<file path="config.mk">
export PLATFORM = sky130hd
export DESIGN_NAME = irq_cfg_bank
export DESIGN_NICKNAME = d
export VERILOG_FILES = /design/src/rtl/irq_cfg_pkg.sv /design/src/rtl/irq_sync2.sv /design/src/rtl/irq_cfg_cell.sv /design/src/rtl/irq_cfg_regif.sv /design/src/rtl/irq_cfg_bank.sv
export SDC_FILE = /design/constraint.sdc
export NUM_CORES = 2
export LEC_CHECK = 0
export BUFFER_PORTS_ARGS = -buffer_cell sky130_fd_sc_hd__buf_4
export CELL_PAD_IN_SITES_DETAIL_PLACEMENT = 1
export CELL_PAD_IN_SITES_GLOBAL_PLACEMENT = 2
export CORE_AREA = 3 3 781 783
export CTS_BUF_LIST = sky130_fd_sc_hd__clkbuf_16
export DETAILED_ROUTE_END_ITERATION = 6
export DIE_AREA = 0 0 784 786
export HOLD_SLACK_MARGIN = 0.1
export PLACE_DENSITY = 0.5
export SLEW_MARGIN = 20
export SYNTH_ARGS = -nofsm -noshare
export SYNTH_HDL_FRONTEND = slang
export SYNTH_HIERARCHICAL = 1
export SYNTH_SLANG_ARGS = --single-unit
</file>
<file path="constraint.sdc">
create_clock -name clk -period 6.78 [get_ports clk]
set_input_delay 1.356 -clock clk [delete_from_list [all_inputs] [get_ports clk]]
set_output_delay 1.356 -clock clk [all_outputs]
set_load 0.02 [all_outputs]
</file>
<file path="src/rtl/irq_cfg_pkg.sv">
package irq_cfg_pkg;

  localparam logic [7:0] OFF_SEL  = 8'h00;
  localparam logic [7:0] OFF_MODE = 8'h04;
  localparam logic [7:0] OFF_VEC  = 8'h08;
  localparam logic [7:0] OFF_EN   = 8'h40;
  localparam logic [7:0] OFF_DIS  = 8'h44;
  localparam logic [7:0] OFF_CLR  = 8'h48;
  localparam logic [7:0] OFF_SET  = 8'h4C;

  localparam int IDX_W  = 7;
  localparam int PRIO_W = 3;

  // trigger type: bit 1 = polarity (1 high/rising), bit 0 = edge mode
  typedef enum logic [1:0] {
    TRIG_LVL_LO    = 2'd0,
    TRIG_EDGE_FALL = 2'd1,
    TRIG_LVL_HI    = 2'd2,
    TRIG_EDGE_RISE = 2'd3
  } trig_e;

endpackage

</file>
<file path="src/rtl/irq_sync2.sv">
module irq_sync2 (
  input  logic clk,
  input  logic rst_n,
  input  logic d_i,
  output logic q_o
);

  logic meta_q;
  logic sync_q;

  always_ff @(posedge clk or negedge rst_n) begin
    if (!rst_n) begin
      meta_q <= 1'b0;
      sync_q <= 1'b0;
    end else begin
      meta_q <= d_i;
      sync_q <= meta_q;
    end
  end

  assign q_o = sync_q;

endmodule

</file>
<file path="src/rtl/irq_cfg_cell.sv">
module irq_cfg_cell
  import irq_cfg_pkg::*;
#(
  parameter int VEC_W = 32
) (
  input  logic              clk,
  input  logic              rst_n,
  input  logic              irq_raw,
  input  logic              wr_mode,
  input  logic [PRIO_W-1:0] prio_w,
  input  logic [1:0]        trig_w,
  input  logic              wr_vec,
  input  logic [VEC_W-1:0]  vec_w,
  input  logic              cmd_en,
  input  logic              cmd_dis,
  input  logic              cmd_clr,
  input  logic              cmd_set,
  input  logic              ack,
  output logic              en_o,
  output logic              pend_o,
  output logic [PRIO_W-1:0] prio_o,
  output logic [1:0]        trig_o,
  output logic [VEC_W-1:0]  vec_o
);

  logic              smp;
  logic              prev_q, prev_d;
  logic              lat_q, lat_d;
  logic              en_q, en_d;
  logic [PRIO_W-1:0] prio_q, prio_d;
  logic [1:0]        trig_q, trig_d;
  logic [VEC_W-1:0]  vec_q, vec_d;
  logic              edge_mode;
  logic              edge_hit;
  logic              level_hit;

  irq_sync2 u_sync (
    .clk   (clk),
    .rst_n (rst_n),
    .d_i   (irq_raw),
    .q_o   (smp)
  );

  assign edge_mode = trig_q[0];

  always_comb begin
    edge_hit  = 1'b0;
    level_hit = 1'b0;
    if (edge_mode) begin
      edge_hit = trig_q[1] ? (smp & ~prev_q) : (~smp & prev_q);
    end else begin
      level_hit = trig_q[1] ? smp : ~smp;
    end
  end

  always_comb begin
    prev_d = smp;
    lat_d  = lat_q;
    en_d   = en_q;
    prio_d = prio_q;
    trig_d = trig_q;
    vec_d  = vec_q;
    if (edge_hit || cmd_set) begin
      lat_d = 1'b1;
    end else if (cmd_clr || (ack && edge_mode)) begin
      lat_d = 1'b0;
    end
    if (cmd_en) begin
      en_d = 1'b1;
    end else if (cmd_dis) begin
      en_d = 1'b0;
    end
    if (wr_mode) begin
      prio_d = prio_w;
      trig_d = trig_w;
    end
    if (wr_vec) begin
      vec_d = vec_w;
    end
  end

  always_ff @(posedge clk or negedge rst_n) begin
    if (!rst_n) begin
      prev_q <= 1'b0;
      lat_q  <= 1'b0;
      en_q   <= 1'b0;
      prio_q <= '0;
      trig_q <= TRIG_LVL_HI;
      vec_q  <= '0;
    end else begin
      prev_q <= prev_d;
      lat_q  <= lat_d;
      en_q   <= en_d;
      prio_q <= prio_d;
      trig_q <= trig_d;
      vec_q  <= vec_d;
    end
  end

  assign en_o   = en_q;
  assign pend_o = lat_q | level_hit;
  assign prio_o = prio_q;
  assign trig_o = trig_q;
  assign vec_o  = vec_q;

  assert_enable_R5: assert property (@(posedge clk) disable iff (!rst_n)
    cmd_en |=> en_o);
  assert_disable_R5: assert property (@(posedge clk) disable iff (!rst_n)
    (cmd_dis && !cmd_en) |=> !en_o);
  assert_set_pends_R8: assert property (@(posedge clk) disable iff (!rst_n)
    cmd_set |=> pend_o);
  assert_edge_hold_R7: assert property (@(posedge clk) disable iff (!rst_n)
    (edge_mode && lat_q && !cmd_clr && !ack) |=> lat_q);
  assert_clear_drops_R9: assert property (@(posedge clk) disable iff (!rst_n)
    (cmd_clr && !edge_hit && !cmd_set) |=> !lat_q);
  assert_mode_stable_R3: assert property (@(posedge clk) disable iff (!rst_n)
    !wr_mode |=> $stable({prio_o, trig_o}));

endmodule

</file>
<file path="src/rtl/irq_cfg_regif.sv">
module irq_cfg_regif
  import irq_cfg_pkg::*;
#(
  parameter int NUM_SRC = 50,
  parameter int VEC_W   = 32,
  parameter int DATA_W  = 32
) (
  input  logic                      clk,
  input  logic                      rst_n,
  input  logic                      bus_wr,
  input  logic [7:0]                bus_addr,
  input  logic [DATA_W-1:0]         bus_wdata,
  output logic [DATA_W-1:0]         bus_rdata,
  input  logic [PRIO_W*NUM_SRC-1:0] prio_flat,
  input  logic [2*NUM_SRC-1:0]      trig_flat,
  input  logic [VEC_W*NUM_SRC-1:0]  vec_flat,
  output logic [NUM_SRC-1:0]        wr_mode_o,
  output logic [NUM_SRC-1:0]        wr_vec_o,
  output logic [NUM_SRC-1:0]        cmd_en_o,
  output logic [NUM_SRC-1:0]        cmd_dis_o,
  output logic [NUM_SRC-1:0]        cmd_clr_o,
  output logic [NUM_SRC-1:0]        cmd_set_o
);

  localparam logic [7:0] NSRC8 = 8'(NUM_SRC);

  logic [IDX_W-1:0] sel_q, sel_d;
  logic             sel_ok;
  logic             hit_mode, hit_vec, hit_en, hit_dis, hit_clr, hit_set;
  logic [6:0]       mode_rd;
  logic [VEC_W-1:0] vec_rd;

  assign sel_ok = ({1'b0, sel_q} < NSRC8);

  always_comb begin
    sel_d = sel_q;
    if (bus_wr && bus_addr == OFF_SEL) begin
      sel_d = bus_wdata[IDX_W-1:0];
    end
  end

  always_ff @(posedge clk or negedge rst_n) begin
    if (!rst_n) begin
      sel_q <= '0;
    end else begin
      sel_q <= sel_d;
    end
  end

  assign hit_mode = bus_wr && bus_addr == OFF_MODE;
  assign hit_vec  = bus_wr && bus_addr == OFF_VEC;
  assign hit_en   = bus_wr && bus_addr == OFF_EN  && bus_wdata[0];
  assign hit_dis  = bus_wr && bus_addr == OFF_DIS && bus_wdata[0];
  assign hit_clr  = bus_wr && bus_addr == OFF_CLR && bus_wdata[0];
  assign hit_set  = bus_wr && bus_addr == OFF_SET && bus_wdata[0];

  for (genvar i = 0; i < NUM_SRC; i++) begin : g_strobe
    logic match;
    assign match        = (sel_q == IDX_W'(i));
    assign wr_mode_o[i] = hit_mode & match;
    assign wr_vec_o[i]  = hit_vec  & match;
    assign cmd_en_o[i]  = hit_en   & match;
    assign cmd_dis_o[i] = hit_dis  & match;
    assign cmd_clr_o[i] = hit_clr  & match;
    assign cmd_set_o[i] = hit_set  & match;
  end

  always_comb begin
    mode_rd = '0;
    vec_rd  = '0;
    for (int i = 0; i < NUM_SRC; i++) begin
      if (sel_q == IDX_W'(i)) begin
        mode_rd = {trig_flat[2*i +: 2], 2'b00, prio_flat[PRIO_W*i +: PRIO_W]};
        vec_rd  = vec_flat[VEC_W*i +: VEC_W];
      end
    end
  end

  always_comb begin
    bus_rdata = '0;
    case (bus_addr)
      OFF_SEL:  bus_rdata = DATA_W'(sel_q);
      OFF_MODE: bus_rdata = DATA_W'(mode_rd);
      OFF_VEC:  bus_rdata = DATA_W'(vec_rd);
      default:  bus_rdata = '0;
    endcase
  end

  assert_one_strobe_R5: assert property (@(posedge clk) disable iff (!rst_n)
    $onehot0({wr_mode_o, wr_vec_o, cmd_en_o, cmd_dis_o, cmd_clr_o, cmd_set_o}));
  assert_oob_quiet_R10: assert property (@(posedge clk) disable iff (!rst_n)
    !sel_ok |-> ({wr_mode_o, wr_vec_o, cmd_en_o, cmd_dis_o, cmd_clr_o, cmd_set_o} == '0));
  assert_sel_store_R2: assert property (@(posedge clk) disable iff (!rst_n)
    (bus_wr && bus_addr == OFF_SEL) |=> (sel_q == $past(bus_wdata[IDX_W-1:0])));

endmodule

</file>
<file path="src/rtl/irq_cfg_bank.sv">
module irq_cfg_bank
  import irq_cfg_pkg::*;
#(
  parameter int NUM_SRC = 50,
  parameter int VEC_W   = 32
) (
  input  logic                      clk,
  input  logic                      rst_n,
  input  logic [NUM_SRC-1:0]        irq_in,
  input  logic                      bus_wr,
  input  logic [7:0]                bus_addr,
  input  logic [31:0]               bus_wdata,
  output logic [31:0]               bus_rdata,
  input  logic                      ack_valid,
  input  logic [6:0]                ack_idx,
  output logic [NUM_SRC-1:0]        src_pending,
  output logic [NUM_SRC-1:0]        src_enable,
  output logic [PRIO_W*NUM_SRC-1:0] src_prio,
  output logic [VEC_W*NUM_SRC-1:0]  src_vector
);

  localparam int DATA_W = 32;

  logic [2*NUM_SRC-1:0] trig_flat;
  logic [NUM_SRC-1:0]   wr_mode, wr_vec, cmd_en, cmd_dis, cmd_clr, cmd_set;

  irq_cfg_regif #(
    .NUM_SRC (NUM_SRC),
    .VEC_W   (VEC_W),
    .DATA_W  (DATA_W)
  ) u_regif (
    .clk       (clk),
    .rst_n     (rst_n),
    .bus_wr    (bus_wr),
    .bus_addr  (bus_addr),
    .bus_wdata (bus_wdata),
    .bus_rdata (bus_rdata),
    .prio_flat (src_prio),
    .trig_flat (trig_flat),
    .vec_flat  (src_vector),
    .wr_mode_o (wr_mode),
    .wr_vec_o  (wr_vec),
    .cmd_en_o  (cmd_en),
    .cmd_dis_o (cmd_dis),
    .cmd_clr_o (cmd_clr),
    .cmd_set_o (cmd_set)
  );

  for (genvar i = 0; i < NUM_SRC; i++) begin : g_src
    logic ack_hit;
    assign ack_hit = ack_valid && (ack_idx == IDX_W'(i));

    irq_cfg_cell #(.VEC_W(VEC_W)) u_cell (
      .clk     (clk),
      .rst_n   (rst_n),
      .irq_raw (irq_in[i]),
      .wr_mode (wr_mode[i]),
      .prio_w  (bus_wdata[PRIO_W-1:0]),
      .trig_w  (bus_wdata[6:5]),
      .wr_vec  (wr_vec[i]),
      .vec_w   (bus_wdata[VEC_W-1:0]),
      .cmd_en  (cmd_en[i]),
      .cmd_dis (cmd_dis[i]),
      .cmd_clr (cmd_clr[i]),
      .cmd_set (cmd_set[i]),
      .ack     (ack_hit),
      .en_o    (src_enable[i]),
      .pend_o  (src_pending[i]),
      .prio_o  (src_prio[PRIO_W*i +: PRIO_W]),
      .trig_o  (trig_flat[2*i +: 2]),
      .vec_o   (src_vector[VEC_W*i +: VEC_W])
    );
  end

endmodule

</file>
# After elaboration in Yosys (flattened, before gate mapping)
# Cells that the tools add are included.
# Widths: inputs -> output; s select.
[op_classes]
addsub = 0
multipliers = 0
div_mod_pow = 0
n_lt_le_gt_ge = 0
eq_ne = 104
shifts = 0
mux = 501
bitwise = 550
reduce_logical = 314
[op_table]
columns = ["op", "count"]
rows = [
  ["$mux 32", 50],
  ["$and 1x1->1", 400],
  ["$mux 1", 400],
  ["$mux 7", 50],
  ["$eq 7x6->1 const B", 36],
  ["$eq 7x5->1 const B", 32],
  ["$reduce_bool 2->1", 100],
  ["$eq 7x4->1 const B", 16],
  ["$logic_and 1x1->1", 111],
  ["$logic_or 1x1->1", 100],
  ["$not 1->1", 100],
  ["$pmux 32 s3", 1],
  ["$eq 7x3->1 const B", 8],
  ["$or 1x1->1", 50],
  ["$eq 8x7->1 const B", 4],
  ["$eq 7x2->1 const B", 4],
  ["$eq 7x1->1 const B", 2],
  ["$logic_not 7->1", 2],
  ["$eq 8x3->1 const B", 1],
  ["$eq 8x4->1 const B", 1],
  ["$logic_not 8->1", 1],
]
[word_totals]
ff_bits = 2107
latchBits = 0
ramBits = 0
rom_bits = 0
input_bits = 101
out_inout_bits = 1882
elab_cells = 1870
mem_count = 0

# Longest topological paths before layout
[logic_depth]
ltp_word = 52
ltp_mapped = 14
depth_no_buf = 9

# Modules after synthesis
# The synthesis kept the hierarchy.
[modules_own_cells]
columns = ["mod", "n_inst", "cells_each", "area_each_um2", "seq_area_each_um2"]
rows = [
  ["irq_cfg_cell", 50, 91, 1665.3, 1002.2],
  ["irq_cfg_regif", 1, 2554, 15636.2, 175.2],
  ["irq_sync2", 50, 2, 50.0, 50.0],
  ["irq_cfg_bank", 1, 80, 489.2, 0.0],
]

# Worst setup path before layout
# Ideal clock, no wire load.
[synth_timing]
kind = "input-to-output"
start = "input bus_addr[5]"
end = "output bus_rdata[28]"
arrival_ps = 3371
t_required_ps = 5424
setup_slack_ps = 2053
path_stages = 7
path_buffers = 0
path_cell_list = "nor4_1 -> and3_1 -> o221ai_1 -> or3_1 -> or4_1 -> a21oi_1 -> or3_1"
[synth_via]
elab_chain_cells = 2
word_cells_on_any_way = 4
classes_between = "2 x eq/ne; 1 x mux; 1 x reduce/logical"
[synth_rtl]
columns = ["element", "line", "rtl"]
rows = [
  ["start: declaration", "irq_cfg_bank.sv:11", "input logic [7:0] bus_addr,"],
  ["$eq 8x4->1, or another cell as far along", "irq_cfg_regif.sv:81", "case (bus_addr)"],
  ["$pmux 32 s3 *", "irq_cfg_regif.sv:81", ""],
  ["end: declaration", "irq_cfg_bank.sv:13", "output logic [31:0] bus_rdata,"],
]
# Mark *: on every way between the ends. The rest lies on a longest branch, timed or not.

# Final worst setup path
[layout_timing]
start = "register u_regif.sel_q[2]"
end = "output bus_rdata[15]"
[layout_via]
elab_chain_cells = 52
word_cells_on_any_way = 101
classes_between = "49 x eq/ne; 51 x mux; 1 x reduce/logical"
[layout_rtl]
columns = ["element", "line", "rtl"]
rows = [
  ["start: declaration", "irq_cfg_regif.sv:27", "logic [IDX_W-1:0] sel_q, sel_d;"],
  ["start signal: assignment", "irq_cfg_regif.sv:46", "sel_q <= sel_d;"],
  ["$logic_not 7->1", "irq_cfg_regif.sv:72", "if (sel_q == IDX_W'(i)) begin"],
  ["$mux 32 (49 in series)", "irq_cfg_regif.sv:72", ""],
  ["$mux 32 *", "irq_cfg_regif.sv:72", ""],
  ["$pmux 32 s3 *", "irq_cfg_regif.sv:81", ""],
]
# Marked as above.

==> results.toml <==
[status]
status = "finished, violations left"
violations = "negative setup slack"

[sta]
maxSlewHeadroom_pct = 17.83
fin_crit_sh_pct = 102.4
whs_ns = 0.2565
timing.final.ws_setup_ns = -0.1612
setup_violations = 6
fmax_mhz = 144.1
fin_crit_ns = 6.941
hold_viol = 0
rsz0062_at_grt = "false"
worst_pin_slew_ns = 1.232
slew_violations = 0
worst_clock_skew_ns = 0.06330

[drt]
first_iter_violations = 10680
wire_per_inst_um = 53.44
drcViolationCount = 0
ant_nets = 0
via_per_inst = 4.868
drt_first_pass_iters = 6
via_count = 87540
drt_wl_total_um = 960900

[synth]
synth-seq-cells = 2107
synth_top_family_by_area = "multiplexers"
synth_fp_nets = 7385
yosysTopAreaCell = "dfrtp_1"
synth_edf_count = 0
syn_avg_cell_area_um2 = 13.99
synthAdderAreaFrac_pct = 0
synth_most_common_cell = "dfrtp_1"
yosysUniqueCellTypes = 97
async_flop_share_pct = 100.0
synth-main-ff-cell = "dfrtp_1"
yosys_warnings = 6
synth_top_area_share_pct = 50.52
synth_commonest_cells = "dfrtp_1, mux2_4, nor2_1"
synthMuxAreaShare_pct = 26.50
synth_xor_area_share_pct = 0.4298
synth_cells = 7284
synth_compound_area_share_pct = 10.34
netlist_area_um2 = 101900
synthTopCellsByArea = "dfrtp_1, mux2_4, mux2_2"
synth-simple-area-share_pct = 5.578
ys_seq_area_share_pct = 51.81

[worst_setup_path]
reg2reg_depth = 10
r2r-start = "u_regif/sel_q[0]$_DFFE_PN0P_"
cp.required_ns = 5.42
critical_path_arrival_ns = 5.59
startpoint_type = "register"
r2r-end = "g_src[37].u_cell/vec_o[10]$_DFFE_PN0P_"
r2r_slack_ns = 2.22
cp-end-kind = "primary output"
crit_path_max_fanout = 22
critical_path_class = "reg -> out"

[final_layout]
drive_gt1_share_pct = 52.68
fin_cells = 17980
syn2layout_area_growth_pct = 36.36
multi_input_area_um2 = 45140
seqCellArea_um2 = 52810
fin_nets = 9770
fillers = 66650

[global_route]
antenna_found_initial = 125
grt_max_degree = 153
grt-ovfl-total = 0
grt_pass1_vias = 87750
track_usage_pct = 29.93
grt_pass1_wl_um = 1175000

[clock_network]
root_buffer = "clkbuf_16"
clk_latency_ns = 0.98
h-tree-depth = 5
cts_tree = "built"
clkTransAtPathRegs_ns = 0.06
cts_num_sinks = 2107
cts.path.max_buffers = 4
hold_buffers = 0
cts_buffers = 288

[floorplanning]
rows = 285
die_w_um = 784
die_h_um = 786
core_um2 = 602600
ios = 1983
initial_core_util_pct = 16.91
dieArea_um2 = 616200

[placed_design]
dp.cells = 17340
dp_hpwl_um = 759800
port_buffers = 1982
place.gp.congestion = 0.9287

[hold_path]
holdCritPathClass = "in -> async"

[pwr]
vdd.ir_drop.worst_mv = 0.2139
power_leakage_nw = 64.29
power_density_nw_per_um2 = 215.6

[job]
maxCapViolCount = 0
[per-layer routing]
layer,wire [um],global-route usage [%],vias to the layer above
met5,289,0,-
met4,76340,18.74,42
met3,93180,10.44,1451
met2,428200,47.07,5418
met1,362900,34.86,48500
li1,-,-,32120
[layout make-up]
type / count / share of cell area (%)
antenna: 46 / 0.08285
clock buffer: 291 / 5.241
clock inverter: 230 / 1.423
inverter: 106 / 0.2864
multi-input combinational: 4560 / 32.49
sequential: 2107 / 38.01
tap: 8036 / 7.236
timing repair buffer: 2606 / 15.23
[power by group]
part | total [mW] | switching (mW) | internal, mW
Combinational | 1.69 | 1.35 | 0.339
Sequential | 12.8 | 0.100 | 12.7
Clock | 15.5 | 6.91 | 8.62
[worst max path at each step]
stage	to	from	cells after the start	slack, ns
final	bus_rdata[15]	u_regif/sel_q[2]$_DFFE_PN0P_	13	-0.16
after global routing	bus_rdata[25]	u_regif/sel_q[4]$_DFFE_PN0P_	13	0.005
after CTS	bus_rdata[25]	u_regif/sel_q[3]$_DFFE_PN0P_	13	-0.06
after detailed placement	bus_rdata[19]	u_regif/sel_q[1]$_DFFE_PN0P_	11	-0.40
after global placement	bus_rdata[19]	u_regif/sel_q[1]$_DFFE_PN0P_	10	-1.51
after floorplan	bus_rdata[28]	bus_addr[5]	7	2.05
[critical path: stages, from the launching register on]
cell and delay (ns):
dfrtp_4 0.64, buf_12 0.24, and4b_4 0.26, buf_12 0.17, buf_12 0.18, a221oi_1 0.90
o211ai_1 0.17, nor3_1 0.62, a21oi_1 0.17, buf_4 0.23, nor3_1 0.35, o21ai_0 0.13
o2bb2ai_1 0.20, buf_4 0.23
[stage by stage]
| step | setup TNS [ns] | total power [mW] | setup slack [ns] | area [um^2] | util [%] |
|---|---|---|---|---|---|
| final | -0.4220 | 29.96 | -0.1612 | 138900 | 23.06 |
| after global routing | 0 | 30.79 | 0.005070 | 138900 | 23.04 |
| after CTS | -0.07996 | 30.25 | -0.06074 | 138800 | 23.03 |
| after detailed placement | -0.6555 | 14.62 | -0.3993 | 128400 | 21.31 |
| after global placement | -2.053 | 14.59 | -1.515 | 128200 | 21.27 |
| after floorplan | 0 | 13.24 | 2.053 | 101900 | - |
[kinds of logic (layout without fill, tap and decap cells)]
group	count (synthesis)	in the layout
AND/OR/NAND/NOR	1152	1154
XOR/XNOR	50	50
flip-flops	2107	2107
multiplexers	1896	1896
buffers and inverters	619	3233
other	0	46
AO/OA/AOI/OAI	1460	1460
[placed cells by master, fill, tap and decap left out, types with 19 or more instances in the layout]
cell	instances
o21bai_1	51
clkbuf_16	291
nor2_1	389
a21o_1	55
o211ai_1	35
diode_2	46
a221oi_1	115
mux2_2	369
mux2_4	1500
nand3_1	60
o21ai_0	149
dfstp_2	50
o22ai_1	68
nand2_1	263
a211oi_1	20
a21oi_1	158
xor2_1	50
nand4b_1	60
and3_1	19
bufinv_16	19
a31oi_1	80
o311ai_0	50
buf_12	115
a221o_1	21
a22o_1	56
nand2_2	31
mux2i_1	22
clkinv_1	60
buf_4	2470
o221ai_1	37
nand4_1	39
clkinv_2	45
inv_1	168
nor2_4	90
a222oi_1	40
nor3_1	37
a22oi_1	391
dfrtp_1	2050
[timing repair]
| action | CTS | global route |
|---|---|---|
| gates cloned | 2 | 0 |
| buffers inserted | 67 | 2 |
| endpoints found under the setup margin | 32 | 2 |
| gates resized for setup | 87 | 1 |
| pin swaps | 28 | 1 |
[state kept, by name, indices dropped and copies added (netlist names)]
register	count
u_regif/sel_q	7
g_src.u_cell/lat_q	50
g_src.u_cell/vec_o	1600
g_src.u_cell/trig_o	100
g_src.u_cell/prev_q	50
g_src.u_cell/u_sync/q_o	50
g_src.u_cell/en_o	50
g_src.u_cell/u_sync/meta_q	50
g_src.u_cell/prio_o	150
No activity file was read; power rests on OpenSTA's default activity.
